`config.mk`:
```
export PLATFORM = sky130hd
export DESIGN_NAME = cpu8_exec_stage
export DESIGN_NICKNAME = d
export VERILOG_FILES = /design/src/rtl/cpu8_exec_pkg.sv /design/src/rtl/cpu8_logic_unit.sv /design/src/rtl/cpu8_shift_unit.sv /design/src/rtl/cpu8_branch_eval.sv /design/src/rtl/cpu8_exec_stage.sv
export SDC_FILE = /design/constraint.sdc
export NUM_CORES = 1
export LEC_CHECK = 0
export ABC_AREA = 1
export BUFFER_PORTS_ARGS = -buffer_cell sky130_fd_sc_hd__buf_2
export CORE_UTILIZATION = 61
export CTS_BUF_LIST = sky130_fd_sc_hd__clkbuf_4 sky130_fd_sc_hd__clkbuf_8
export DETAILED_ROUTE_END_ITERATION = 6
export PLACE_DENSITY_LB_ADDON = 0.2
export RECOVER_POWER = 100
export SLEW_MARGIN = 20
export SYNTH_ARGS = -nofsm -noshare
export SYNTH_HDL_FRONTEND = slang
export SYNTH_SLANG_ARGS = --single-unit
```
`constraint.sdc`:
```
create_clock -name clk -period 1.1 [get_ports clk]
set_input_delay 0.22 -clock clk [delete_from_list [all_inputs] [get_ports clk]]
set_output_delay 0.22 -clock clk [all_outputs]
set_load 0.02 [all_outputs]
```
`src/rtl/cpu8_exec_pkg.sv`:
```
package cpu8_exec_pkg;

    localparam int DW  = 8;
    localparam int OPW = 6;

    localparam logic [DW-1:0] MAGIC_MASK = 8'hEE;

    // status bit positions
    localparam int SB_N = 7;
    localparam int SB_V = 6;
    localparam int SB_1 = 5;
    localparam int SB_B = 4;
    localparam int SB_D = 3;
    localparam int SB_I = 2;
    localparam int SB_Z = 1;
    localparam int SB_C = 0;

    typedef enum logic [OPW-1:0] {
        OP_IDLE     = 6'd0,
        OP_TRAP     = 6'd1,
        OP_HALT     = 6'd2,
        OP_OR_A     = 6'd3,
        OP_AND_A    = 6'd4,
        OP_XOR_A    = 6'd5,
        OP_LD_A     = 6'd6,
        OP_LD_X     = 6'd7,
        OP_LD_Y     = 6'd8,
        OP_LD_AX    = 6'd9,
        OP_PULL_P   = 6'd10,
        OP_ST_A     = 6'd11,
        OP_ST_X     = 6'd12,
        OP_ST_Y     = 6'd13,
        OP_ST_ZERO  = 6'd14,
        OP_ST_AX    = 6'd15,
        OP_PUSH_P   = 6'd16,
        OP_CLR_C    = 6'd17,
        OP_CLR_I    = 6'd18,
        OP_CLR_V    = 6'd19,
        OP_CLR_D    = 6'd20,
        OP_SET_C    = 6'd21,
        OP_SET_I    = 6'd22,
        OP_SET_D    = 6'd23,
        OP_MASK_AND = 6'd24,
        OP_AND_CY   = 6'd25,
        OP_AND_S    = 6'd26,
        OP_INC_M    = 6'd27,
        OP_DEC_M    = 6'd28,
        OP_INC_A    = 6'd29,
        OP_DEC_A    = 6'd30,
        OP_INC_X    = 6'd31,
        OP_DEC_X    = 6'd32,
        OP_INC_Y    = 6'd33,
        OP_DEC_Y    = 6'd34,
        OP_SHL_M    = 6'd35,
        OP_SHL_OR   = 6'd36,
        OP_ROL_M    = 6'd37,
        OP_ROL_AND  = 6'd38,
        OP_SHR_M    = 6'd39,
        OP_SHR_XOR  = 6'd40,
        OP_AND_SHR  = 6'd41,
        OP_ROR_M    = 6'd42,
        OP_ROR_KEEP = 6'd43,
        OP_BR_NCLR  = 6'd44,
        OP_BR_NSET  = 6'd45,
        OP_BR_VCLR  = 6'd46,
        OP_BR_VSET  = 6'd47,
        OP_BR_CCLR  = 6'd48,
        OP_BR_CSET  = 6'd49,
        OP_BR_ZCLR  = 6'd50,
        OP_BR_ZSET  = 6'd51,
        OP_BR_ALL   = 6'd52
    } op_e;

    typedef struct packed {
        logic [DW-1:0] a;
        logic [DW-1:0] x;
        logic [DW-1:0] y;
        logic [DW-1:0] s;
        logic [DW-1:0] p;
        logic [DW-1:0] wb;
    } regset_t;

    // Return the status byte with N and Z taken from a result value
    function automatic logic [DW-1:0] with_nz(input logic [DW-1:0] st,
                                              input logic [DW-1:0] v);
        logic [DW-1:0] r;
        r       = st;
        r[SB_N] = v[DW-1];
        r[SB_Z] = (v == '0);
        return r;
    endfunction

endpackage

```
`src/rtl/cpu8_logic_unit.sv`:
```
module cpu8_logic_unit
    import cpu8_exec_pkg::*;
(
    input  op_e           op,
    input  logic [DW-1:0] opnd,
    input  regset_t       cur,
    output regset_t       res,
    output logic          hit
);

    always_comb begin
        res    = cur;
        res.wb = opnd;
        hit    = 1'b1;
        unique case (op)
            OP_OR_A:  begin res.a = cur.a | opnd; res.p = with_nz(cur.p, res.a); end
            OP_AND_A: begin res.a = cur.a & opnd; res.p = with_nz(cur.p, res.a); end
            OP_XOR_A: begin res.a = cur.a ^ opnd; res.p = with_nz(cur.p, res.a); end
            OP_LD_A:  begin res.a = opnd; res.p = with_nz(cur.p, opnd); end
            OP_LD_X:  begin res.x = opnd; res.p = with_nz(cur.p, opnd); end
            OP_LD_Y:  begin res.y = opnd; res.p = with_nz(cur.p, opnd); end
            OP_LD_AX: begin
                res.a = opnd;
                res.x = opnd;
                res.p = with_nz(cur.p, opnd);
            end
            OP_PULL_P:  res.p = opnd;
            OP_ST_A:    res.wb = cur.a;
            OP_ST_X:    res.wb = cur.x;
            OP_ST_Y:    res.wb = cur.y;
            OP_ST_ZERO: res.wb = '0;
            OP_ST_AX:   res.wb = cur.a & cur.x;
            OP_PUSH_P:  begin
                res.wb       = cur.p;
                res.wb[SB_B] = 1'b1;
                res.wb[SB_1] = 1'b1;
            end
            OP_CLR_C: res.p[SB_C] = 1'b0;
            OP_CLR_I: res.p[SB_I] = 1'b0;
            OP_CLR_V: res.p[SB_V] = 1'b0;
            OP_CLR_D: res.p[SB_D] = 1'b0;
            OP_SET_C: res.p[SB_C] = 1'b1;
            OP_SET_I: res.p[SB_I] = 1'b1;
            OP_SET_D: res.p[SB_D] = 1'b1;
            OP_MASK_AND: begin
                res.a = (cur.a | MAGIC_MASK) & opnd & cur.x;
                res.p = with_nz(cur.p, res.a);
            end
            OP_AND_CY: begin
                res.a       = cur.a & opnd;
                res.p       = with_nz(cur.p, res.a);
                res.p[SB_C] = res.a[DW-1];
            end
            OP_AND_S: begin
                res.a = cur.s & opnd;
                res.x = res.a;
                res.s = res.a;
                res.p = with_nz(cur.p, res.a);
            end
            OP_INC_M: begin res.wb = opnd + 1'b1;  res.p = with_nz(cur.p, res.wb); end
            OP_DEC_M: begin res.wb = opnd - 1'b1;  res.p = with_nz(cur.p, res.wb); end
            OP_INC_A: begin res.a = cur.a + 1'b1;  res.p = with_nz(cur.p, res.a); end
            OP_DEC_A: begin res.a = cur.a - 1'b1;  res.p = with_nz(cur.p, res.a); end
            OP_INC_X: begin res.x = cur.x + 1'b1;  res.p = with_nz(cur.p, res.x); end
            OP_DEC_X: begin res.x = cur.x - 1'b1;  res.p = with_nz(cur.p, res.x); end
            OP_INC_Y: begin res.y = cur.y + 1'b1;  res.p = with_nz(cur.p, res.y); end
            OP_DEC_Y: begin res.y = cur.y - 1'b1;  res.p = with_nz(cur.p, res.y); end
            default:  hit = 1'b0;
        endcase
    end

endmodule

```
`src/rtl/cpu8_shift_unit.sv`:
```
module cpu8_shift_unit
    import cpu8_exec_pkg::*;
(
    input  op_e           op,
    input  logic [DW-1:0] opnd,
    input  regset_t       cur,
    output regset_t       res,
    output logic          hit
);

    logic          cin;
    logic [DW-1:0] shl_v;
    logic [DW-1:0] shr_v;
    logic [DW-1:0] rol_v;
    logic [DW-1:0] ror_v;
    logic [DW-1:0] and_v;

    assign cin   = cur.p[SB_C];
    assign shl_v = {opnd[DW-2:0], 1'b0};
    assign shr_v = {1'b0, opnd[DW-1:1]};
    assign rol_v = {opnd[DW-2:0], cin};
    assign ror_v = {cin, opnd[DW-1:1]};
    assign and_v = cur.a & opnd;

    always_comb begin
        res    = cur;
        res.wb = opnd;
        hit    = 1'b1;
        unique case (op)
            OP_SHL_M: begin
                res.wb = shl_v;
                res.p  = with_nz(cur.p, shl_v);
                res.p[SB_C] = opnd[DW-1];
            end
            OP_ROL_M: begin
                res.wb = rol_v;
                res.p  = with_nz(cur.p, rol_v);
                res.p[SB_C] = opnd[DW-1];
            end
            OP_SHR_M: begin
                res.wb = shr_v;
                res.p  = with_nz(cur.p, shr_v);
                res.p[SB_C] = opnd[0];
            end
            OP_ROR_M: begin
                res.wb = ror_v;
                res.p  = with_nz(cur.p, ror_v);
                res.p[SB_C] = opnd[0];
            end
            OP_SHL_OR: begin
                res.wb = shl_v;
                res.a  = cur.a | shl_v;
                res.p  = with_nz(cur.p, res.a);
                res.p[SB_C] = opnd[DW-1];
            end
            OP_SHR_XOR: begin
                res.wb = shr_v;
                res.a  = cur.a ^ shr_v;
                res.p  = with_nz(cur.p, res.a);
                res.p[SB_C] = opnd[0];
            end
            OP_ROL_AND: begin
                res.wb = rol_v;
                res.a  = cur.a & rol_v;
                res.p  = with_nz(cur.p, res.a);
                res.p[SB_C] = opnd[DW-1];
            end
            OP_ROR_KEEP: begin
                res.wb = ror_v;
                res.p[SB_C] = opnd[0];
            end
            OP_AND_SHR: begin
                res.a = {1'b0, and_v[DW-1:1]};
                res.p = with_nz(cur.p, res.a);
                res.p[SB_C] = and_v[0];
            end
            default: hit = 1'b0;
        endcase
    end

endmodule

```
`src/rtl/cpu8_branch_eval.sv`:
```
module cpu8_branch_eval
    import cpu8_exec_pkg::*;
(
    input  op_e  op,
    input  logic flag_n,
    input  logic flag_v,
    input  logic flag_z,
    input  logic flag_c,
    output logic take,
    output logic hit
);

    always_comb begin
        take = 1'b0;
        hit  = 1'b1;
        unique case (op)
            OP_BR_NCLR: take = ~flag_n;
            OP_BR_NSET: take = flag_n;
            OP_BR_VCLR: take = ~flag_v;
            OP_BR_VSET: take = flag_v;
            OP_BR_CCLR: take = ~flag_c;
            OP_BR_CSET: take = flag_c;
            OP_BR_ZCLR: take = ~flag_z;
            OP_BR_ZSET: take = flag_z;
            OP_BR_ALL:  take = 1'b1;
            default:    hit  = 1'b0;
        endcase
    end

endmodule

```
`src/rtl/cpu8_exec_stage.sv`:
```
module cpu8_exec_stage
    import cpu8_exec_pkg::*;
(
    input  logic         clk,
    input  logic         rst_n,
    input  logic         en,
    input  logic [5:0]   op_code,
    input  logic [7:0]   operand_in,
    input  logic [7:0]   a_in,
    input  logic [7:0]   x_in,
    input  logic [7:0]   y_in,
    input  logic [7:0]   s_in,
    input  logic [7:0]   p_in,
    output logic [7:0]   a_out,
    output logic [7:0]   x_out,
    output logic [7:0]   y_out,
    output logic [7:0]   s_out,
    output logic [7:0]   p_out,
    output logic [7:0]   wb_out,
    output logic         take_branch
);

    op_e     op;
    regset_t cur;
    regset_t logic_res;
    regset_t shift_res;
    regset_t sel_res;
    logic    logic_hit;
    logic    shift_hit;
    logic    br_hit;
    logic    br_take;

    assign op  = op_e'(op_code);
    assign cur = '{a: a_in, x: x_in, y: y_in, s: s_in, p: p_in, wb: operand_in};

    cpu8_logic_unit u_logic (
        .op   (op),
        .opnd (operand_in),
        .cur  (cur),
        .res  (logic_res),
        .hit  (logic_hit)
    );

    cpu8_shift_unit u_shift (
        .op   (op),
        .opnd (operand_in),
        .cur  (cur),
        .res  (shift_res),
        .hit  (shift_hit)
    );

    cpu8_branch_eval u_branch (
        .op     (op),
        .flag_n (p_in[SB_N]),
        .flag_v (p_in[SB_V]),
        .flag_z (p_in[SB_Z]),
        .flag_c (p_in[SB_C]),
        .take   (br_take),
        .hit    (br_hit)
    );

    // Unit select: idle, trap, halt, branch and unknown codes pass through
    always_comb begin
        sel_res = cur;
        if (logic_hit)      sel_res = logic_res;
        else if (shift_hit) sel_res = shift_res;
    end

    // Output register: loaded when en is high, held otherwise
    always_ff @(posedge clk or negedge rst_n) begin
        if (!rst_n) begin
            a_out       <= '0;
            x_out       <= '0;
            y_out       <= '0;
            s_out       <= '0;
            p_out       <= 8'h20;
            wb_out      <= '0;
            take_branch <= 1'b0;
        end else if (en) begin
            a_out       <= sel_res.a;
            x_out       <= sel_res.x;
            y_out       <= sel_res.y;
            s_out       <= sel_res.s;
            p_out       <= sel_res.p | (8'h01 << SB_1);
            wb_out      <= sel_res.wb;
            take_branch <= br_hit & br_take;
        end
    end


    status_one_bit_chk: assert property (@(posedge clk) disable iff (!rst_n)
        p_out[SB_1] == 1'b1);


    hold_when_idle_chk: assert property (@(posedge clk) disable iff (!rst_n)
        !$past(en) |-> ($stable(a_out) && $stable(x_out) && $stable(y_out) &&
                        $stable(s_out) && $stable(p_out) && $stable(wb_out) &&
                        $stable(take_branch)));


    branch_only_chk: assert property (@(posedge clk) disable iff (!rst_n)
        ($past(en) && ($past(op_code) < 6'd44 || $past(op_code) > 6'd52))
            |-> !take_branch);


    idle_keep_chk: assert property (@(posedge clk) disable iff (!rst_n)
        ($past(en) && $past(op_code) == 6'd0)
            |-> (a_out == $past(a_in) && x_out == $past(x_in) &&
                 y_out == $past(y_in) && s_out == $past(s_in) &&
                 wb_out == $past(operand_in)));


    store_keeps_regs_chk: assert property (@(posedge clk) disable iff (!rst_n)
        ($past(en) && $past(op_code) >= 6'd11 && $past(op_code) <= 6'd15)
            |-> (a_out == $past(a_in) && x_out == $past(x_in) &&
                 p_out == ($past(p_in) | 8'h20)));

endmodule

```
==> impl_metrics.ini, run 1 <==
[floorplanning]
chipWidth_um = 105
io_pins = 106
initial_core_util_pct = 63.1
die_y_um = 105
rows = 37

[yosys]
synthMuxAreaShare_pct = 0
yosys-top-cells-area = nand2_1 20%, dfrtp_1 18%, nor2_1 9.4%
synth_fa_ha_area_share_pct = 6.34
syn_nets = 1251
synth_top_area_share_pct = 20.3
synth_cells = 1161
avgSynthCellArea_um2 = 5.61
syn_area_um2 = 6510
ys_ff_latch = 48
yosys_warnings = 0
synth_edf_count = 0
ys_seq_area_share_pct = 18.4
synth_xor_area_share_pct = 4.03
synth_top_family_by_area = simple AND/OR/NAND/NOR gates
netlist-cell-type-count = 41
synth_compound_area_share_pct = 17.0
synth_area_leader_cell = nand2_1
synth-simple-area-share_pct = 44.3
ys.flop_type = dfrtp_1
async_reset_ff_share_pct = 100

[placed_design]
place_ws_ns = -1.14
dp.cells = 1640
dp_hpwl_um = 29100
gp_congestion = 1.28
io_buffer_count = 103

[clock_network]
clk_path_buf_depth = 2
numCtsBuffers = 5
cts_resized = 268
postCtsHoldBufs = 1
htreeDepth = 2
root_buffer = clkbuf_8
clock_sinks = 48
cts_setup_buffers = 47

[run_status]
lastStage = clock tree synthesis
tool.error = [ERROR DPL-0038] Utilization greater than 100%, impossible to legalize
outcome = aborted with a tool error
## stage by stage
step	instance area (um^2)	setup TNS, ns
floorplan	7000	-10.92
global placement	9610	-33.06
detailed placement	9610	-38.73
## synth_stat cells (2+ instances only)
cell type	instances
a21oi_1	38
a221oi_1	9
a22oi_1	5
a31oi_1	6
buf_1	3
buf_2	5
buf_4	2
clkbuf_1	31
clkinv_1	8
dfrtp_1	48
ha_1	33
inv_1	107
inv_2	10
nand2_1	353
nand2_2	4
nand3_1	97
nand3_2	2
nand3b_1	3
nand4_1	29
nor2_1	163
nor2_2	7
nor3_1	24
o211ai_1	6
o21ai_0	89
o21ai_1	6
o221ai_1	4
o22ai_1	23
o31ai_1	3
or2_2	3
xnor2_1	4
xor2_1	26
## cells by family after synthesis
family                   Yosys count
AND/OR/NAND/NOR                  689
flip-flops                        48
AO/OA/AOI/OAI                    194
XOR/XNOR                          30
other                              1
buffers and inverters            166
adder cells (fa/ha/maj)           33
==> run 2, diff against run 1 <==
--- a/config.mk
+++ b/config.mk
@@ -7,10 +7,9 @@
 export LEC_CHECK = 0
 export ABC_AREA = 1
 export BUFFER_PORTS_ARGS = -buffer_cell sky130_fd_sc_hd__buf_2
-export CORE_UTILIZATION = 61
-export CTS_BUF_LIST = sky130_fd_sc_hd__clkbuf_4 sky130_fd_sc_hd__clkbuf_8
+export CORE_UTILIZATION = 40
 export DETAILED_ROUTE_END_ITERATION = 6
-export PLACE_DENSITY_LB_ADDON = 0.2
+export PLACE_DENSITY_LB_ADDON = 0.15
 export RECOVER_POWER = 100
 export SLEW_MARGIN = 20
 export SYNTH_ARGS = -nofsm -noshare
==> impl_metrics.ini, run 2 <==
[run_status]
outcome = complete, but fails checks
violations = DRC, setup timing

[clock_network]
root_buffer = clkbuf_16
worstSkewPairLatency_ns = 0.29
path_clk_slew_ns = 0.07
clock_sinks = 48
htreeDepth = 2
clk_path_buf_depth = 2
numCtsBuffers = 5
cts_tree = yes

[yosys]
netlist-cell-type-count = 41
syn_area_um2 = 6510
synth_edf_count = 0
synth.most_common_cell = nand2_1
yosys-top-cells-area = nand2_1 20%, dfrtp_1 18%, nor2_1 9.4%
ys_ff_latch = 48
syn_nets = 1251
ys_seq_area_share_pct = 18.4
yosys_warnings = 0
async_reset_ff_share_pct = 100
avgSynthCellArea_um2 = 5.61
ys.flop_type = dfrtp_1
synth_area_leader_cell = nand2_1
synth_top_area_share_pct = 20.3
ys_top_cells_by_count = 353 x nand2_1, 163 x nor2_1, 107 x inv_1
synth_cells = 1161

[global_route]
grt_max_degree = 42
track_usage_pct = 42.3
grt_use_met1_pct = 54.2
top_usage_layer = met2
antenna_found_initial = 0
grt_pass1_wl_um = 53200
met2_usage_pct = 67.2
gr-total-overflow = 0
grtUsageMet3_pct = 7.60
first_global_vias = 9502

[final_layout]
final_cell_area_um2 = 12000
nFillCells = 1240
syn2layout_area_growth_pct = 84.4
utilization_pct = 75.6
layout.cells.non_filler = 1806
diodes = 0
layout-drive-gt1-share_pct = 47.7
layout_common_cells = 307 x buf_4, 301 x nand2_1, 119 x nor2_1
final_common_cell = buf_4
fin_nets = 1680

[floorplanning]
fp.coreArea_um2 = 15900
die_y_um = 130
io_pins = 106
initial_core_util_pct = 41.0
rows = 46
chipWidth_um = 130
design.die.area_um2 = 16800

[setup_path]
crit_fanout = 7
startpoint_type = input pin
path_class = input pin to flip-flop
worstPathArrival_ns = 1.82
worstPathRequired_ns = 1.28
end_kind = flip-flop

[timing]
fin_crit_sh_pct = 149
final-setup-viol-count = 41
skew_ns = 0
final_max_slew_viol_count = 0
grt_setup_unrepaired = true
fin_ws_ns = -0.537
period_needed_ns = 1.64
fmax_ghz = 0.611
worst_pin_slew_ns = 0.621
hold_viol = 0
relSlewSlack_pct = 58.6

[placed_design]
dp.cells = 1757
gp_congestion = 1.08
dp_hpwl_um = 27400
io_buffer_count = 103
postPlaceCellArea_um2 = 10000

[route]
dr.pass1.iters = 7
drt-total-wl_um = 37100
avgViaCountPerCell = 5.73
vias = 10352
first_iter_violations = 1176
drc = 6
ant_nets = 0
wire_per_inst_um = 20.5

[job]
cap_violations = 0

[power]
cellLeakagePower_nw = 6.01
peakVddDrop_v = 0.000800
p_per_area_nw_per_um2 = 714
power_mw = 8.57

[min_path]
hold_path.class = input pin to flip-flop
-- run 2: area by class of cell --
class	instances	area [um^2]	share of cell area (%)
multi-input cells	950	6150	51.2
repair buffers	460	3640	30.3
flip-flops and latches	48	1200	10.0
inverters	125	568	4.73
well taps	216	270	2.25
clock buffers	5	125	1.04
clock inverters	2	60.1	0.500
-- run 2: path summary, 6_finish.rpt --
check                           startpoint  slack [ns]  cells after the start         to
worst max-delay path            op_code[4]       -0.54                     13  wb_out[2]
worst min-delay path               s_in[3]        0.18                      3   s_out[3]
worst max register to register    p_out[1]        0.31                      3   p_out[1]
worst min register to register    a_out[0]        0.47                      2   a_out[0]
max in group asynchronous            rst_n           0                      3   s_out[1]
min in group asynchronous            rst_n        0.45                      2   p_out[4]
-- run 2: stage by stage --
stage | hold WS (ns) | TNS, ns | worst slack (ns)
2_1_floorplan | -0.0756 | -10.92 | -0.470
3_3_place_gp | 0.0930 | -36.10 | -1.01
3_5_place_dp | 0.0993 | -36.23 | -0.998
4_1_cts | 0.205 | -11.22 | -0.448
5_1_grt | 0.201 | -20.58 | -0.605
6_report | 0.180 | -15.49 | -0.537
-- run 2: kinds of logic after synthesis --
logic type	count (synthesis)	synth area share [%]
flip-flops	48	18.4
adder cells (fa/ha/maj)	33	6.34
AO/OA/AOI/OAI	194	17.0
AND/OR/NAND/NOR	689	44.3
buffers and inverters	166	9.78
other	1	0.0576
XOR/XNOR	30	4.03
-- run 2: critical path, stage by stage --
cell,delay (ns)
buf_12,0.13
inv_16,0.06
nor2_4,0.04
buf_12,0.14
nand3_1,0.12
buf_4,0.17
inv_1,0.08
nand2_1,0.09
nand2_1,0.07
a31oi_1,0.21
nand3_1,0.16
nor3_2,0.22
o21ai_1,0.09
-- run 2: routing by layer --
layer / up-vias / wire [um]
met5: - / 0
met4: 0 / 2560
met3: 214 / 4020
met2: 747 / 16100
met1: 4700 / 14500
li1: 4691 / -
-- run 2: report_power, final --
group	leakage (nW)	internal, mW	switching (mW)
Combinational	5.34	1.84	2.59
Clock	0.0899	1.29	0.704
Sequential	0.577	2.00	0.146
Total	6.01	5.13	3.44
-- run 2: what timing repair did --
| action | CTS | global route |
|---|---|---|
| hold endpoints to repair | 7 | 0 |
| gates cloned | 3 | 0 |
| pin swaps | 59 | 51 |
| setup endpoints to repair | 49 | 50 |
| buffers inserted | 27 | 16 |
| hold buffers | 1 | 0 |
| resized for setup | 273 | 142 |
(Power assumes the default switching activity.)
==> run 3, diff against run 2 <==
--- a/config.mk
+++ b/config.mk
@@ -5,7 +5,6 @@
 export SDC_FILE = /design/constraint.sdc
 export NUM_CORES = 1
 export LEC_CHECK = 0
-export ABC_AREA = 1
 export BUFFER_PORTS_ARGS = -buffer_cell sky130_fd_sc_hd__buf_2
 export CORE_UTILIZATION = 40
 export DETAILED_ROUTE_END_ITERATION = 6
==> impl_metrics.ini, run 3 <==
[final_layout]
nFillCells = 1187
utilization_pct = 76.3
final_common_cell = buf_4
diodes = 0
layout-drive-gt1-share_pct = 55.9
syn2layout_area_growth_pct = 86.6
final_cell_area_um2 = 12600
layout_common_cells = 347 x buf_4, 69 x nand2_1, 68 x buf_6
fin_nets = 1471

[setup_path]
path_class = input pin to flip-flop
r2r_end = p_out[1]
reg2reg_slack_ns = 0.04
end_kind = flip-flop
rr_worst_depth = 3
startpoint = op_code[2]
crit_fanout = 8
cpPeakStageDelay_ns = 0.48
r2r_start = p_out[1]
worstPathArrival_ns = 2.20
worstPathRequired_ns = 1.30
critical_path_buf_inv_count = 2
cp-endpoint = a_out[0]
worstPathCellList = buf_8, buf_12, and2_4, nor2_1, o221ai_4, a221o_1, a21oi_2, a31oi_1, mux2_4
crit_slowest_cell = nor2_1
startpoint_type = input pin
cp.depth = 9
cp_top_family = compound AO/OA/AOI/OAI gates

[timing]
fin_crit_sh_pct = 182
worst_pin_slew_ns = 0.589
relSlewSlack_pct = 60.6
final_max_slew_viol_count = 0
holdWs_ns = 0.192
fin_ws_ns = -0.904
period_needed_ns = 2.00
hold_viol = 0
finalSetupTns_ns = -28.44
fmax_ghz = 0.499
skew_ns = 0
grt_setup_unrepaired = true
final-setup-viol-count = 52

[route]
drc = 0
ant_nets = 0
dr.pass1.iters = 6
first_iter_violations = 1568
avgViaCountPerCell = 6.49
wire_per_inst_um = 25.9
vias = 10400
drt-total-wl_um = 41600

[yosys]
synth.most_common_cell = nand2_1
syn_area_um2 = 6780
ys.flop_type = dfrtp_1
avgSynthCellArea_um2 = 7.31
netlist-cell-type-count = 91
async_reset_ff_share_pct = 100
ys_top_cells_by_count = 90 x nand2_1, 70 x a21oi_1, 69 x nor2_1
syn_nets = 1018
synth_cells = 928
yosys_warnings = 0
synth_edf_count = 0
ys_seq_area_share_pct = 17.7
ys_ff_latch = 48
synth_top_area_share_pct = 17.7
yosys-top-cells-area = dfrtp_1 18%, ha_1 6.1%, a21oi_1 5.2%
synth_area_leader_cell = dfrtp_1

[power]
p_switching_mw = 3.54
cellLeakagePower_nw = 5.57
switching_share_pct = 39.2
power_frac_seq_pct = 23.4
pwr-share-comb_pct = 52.7
p_per_area_nw_per_um2 = 713
p_int_mw = 5.48
peakVddDrop_v = 0.000581
clkPwrFrac_pct = 23.9

[placed_design]
postPlaceCellArea_um2 = 10400
gp_congestion = 1.00
io_buffer_count = 103
dp_hpwl_um = 28400

[floorplanning]
die_y_um = 132
initial_core_util_pct = 40.9
design.die.area_um2 = 17500
fp.coreArea_um2 = 16600
rows = 47
chipWidth_um = 132
io_pins = 106

[global_route]
gr-total-overflow = 0
first_global_vias = 9565
antenna_found_initial = 0
grt_max_degree = 49
grt_pass1_wl_um = 57300
track_usage_pct = 43.0

[run_status]
violations = setup timing
outcome = complete, but fails checks

[clock_network]
root_buffer = clkbuf_16
cts_tree = yes
clock_sinks = 48
worstSkewPairLatency_ns = 0.31
clk_path_buf_depth = 2
numCtsBuffers = 5
htreeDepth = 2
path_clk_slew_ns = 0.08

[min_path]
hold_depth = 3
hold_path.class = input pin to flip-flop

[job]
cap_violations = 0
run 3: cell count changes in the layout (fill, tap and decap cells not counted), sizes merged, moves of 19 or more:
cell | before | now
xnor2 | 4 | 23
buf | 413 | 506
nand2 | 358 | 90
nor2 | 173 | 72
clkbuf | 51 | 29
inv | 116 | 41
nand3 | 99 | 31
a21oi | 38 | 71
o21ai | 95 | 53
run 3: final cells by class:
| cell class | count | area (um^2) | area share [%] |
|---|---|---|---|
| Timing Repair Buffer | 534 | 4510 | 35.6 |
| Tap cell | 220 | 275 | 2.18 |
| Clock buffer | 5 | 125 | 0.989 |
| Multi-Input combinational cell | 752 | 6310 | 49.9 |
| Clock inverter | 3 | 68.8 | 0.544 |
| Inverter | 40 | 158 | 1.25 |
| Sequential cell | 48 | 1200 | 9.50 |
run 3: per-layer routing:
layer  vias up  track usage (%)  wire, um
met5         -                0         0
met4         0             24.2      3420
met3       246             9.50      4460
met2       850             67.7     18200
met1      4891             54.4     15500
li1       4413                -         -
run 3: per-stage QoR:
step | worst slack (ns) | power [mW] | std cells
floorplan | -0.803 | 4.08 | 928
detailed placement | -1.23 | 5.85 | 1529
global route | -0.884 | 9.29 | 1602
finish | -0.904 | 9.02 | 1602
global placement | -1.21 | 5.84 | 1529
CTS | -0.702 | 8.44 | 1575
run 3: power by group through the flow:
stage                     sequential (mW)  combinational [mW]  clock (mW)
after floorplan                      2.39                1.69           0
after global placement               2.13                3.71           0
after detailed placement             2.13                3.72           0
after CTS                            2.10                4.19        2.15
after global routing                 2.13                4.94        2.23
final                                2.11                4.75        2.15
run 3: how the worst min path moves through the flow:
stage	startpoint	end	slack (ns)
floorplan	rst_n	a_out[0]	-0.08
global placement	rst_n	a_out[5]	0.24
detailed placement	rst_n	a_out[5]	0.24
CTS	s_in[4]	s_out[4]	0.19
global route	s_in[4]	s_out[4]	0.20
finish	s_in[4]	s_out[4]	0.19
run 3: what timing repair did:
item / 4_1_cts / 5_1_grt
pin swaps: 78 / 77
setup buffers: 35 / 31
hold endpoints to repair: 48 / 0
hold buffers: 1 / 0
setup endpoints to repair: 51 / 60
cloned: 7 / 1
gates resized for setup: 182 / 148
run 3: tightest hold or removal path, delay by kind of cell:
family | cells | cell delay [ns]
buf+inv | 1 | 0.11
compound gates | 2 | 0.13
run 3: cells by family after synthesis:
group,share of synthesized area (%)
AOI/OAI and AO/OA,32.4
other,0.0553
adders and majority gates,6.09
buffers and inverters,8.53
xor gates and xnor gates,4.89
and+or+nand+nor,28.1
muxes,2.23
DFF,17.7
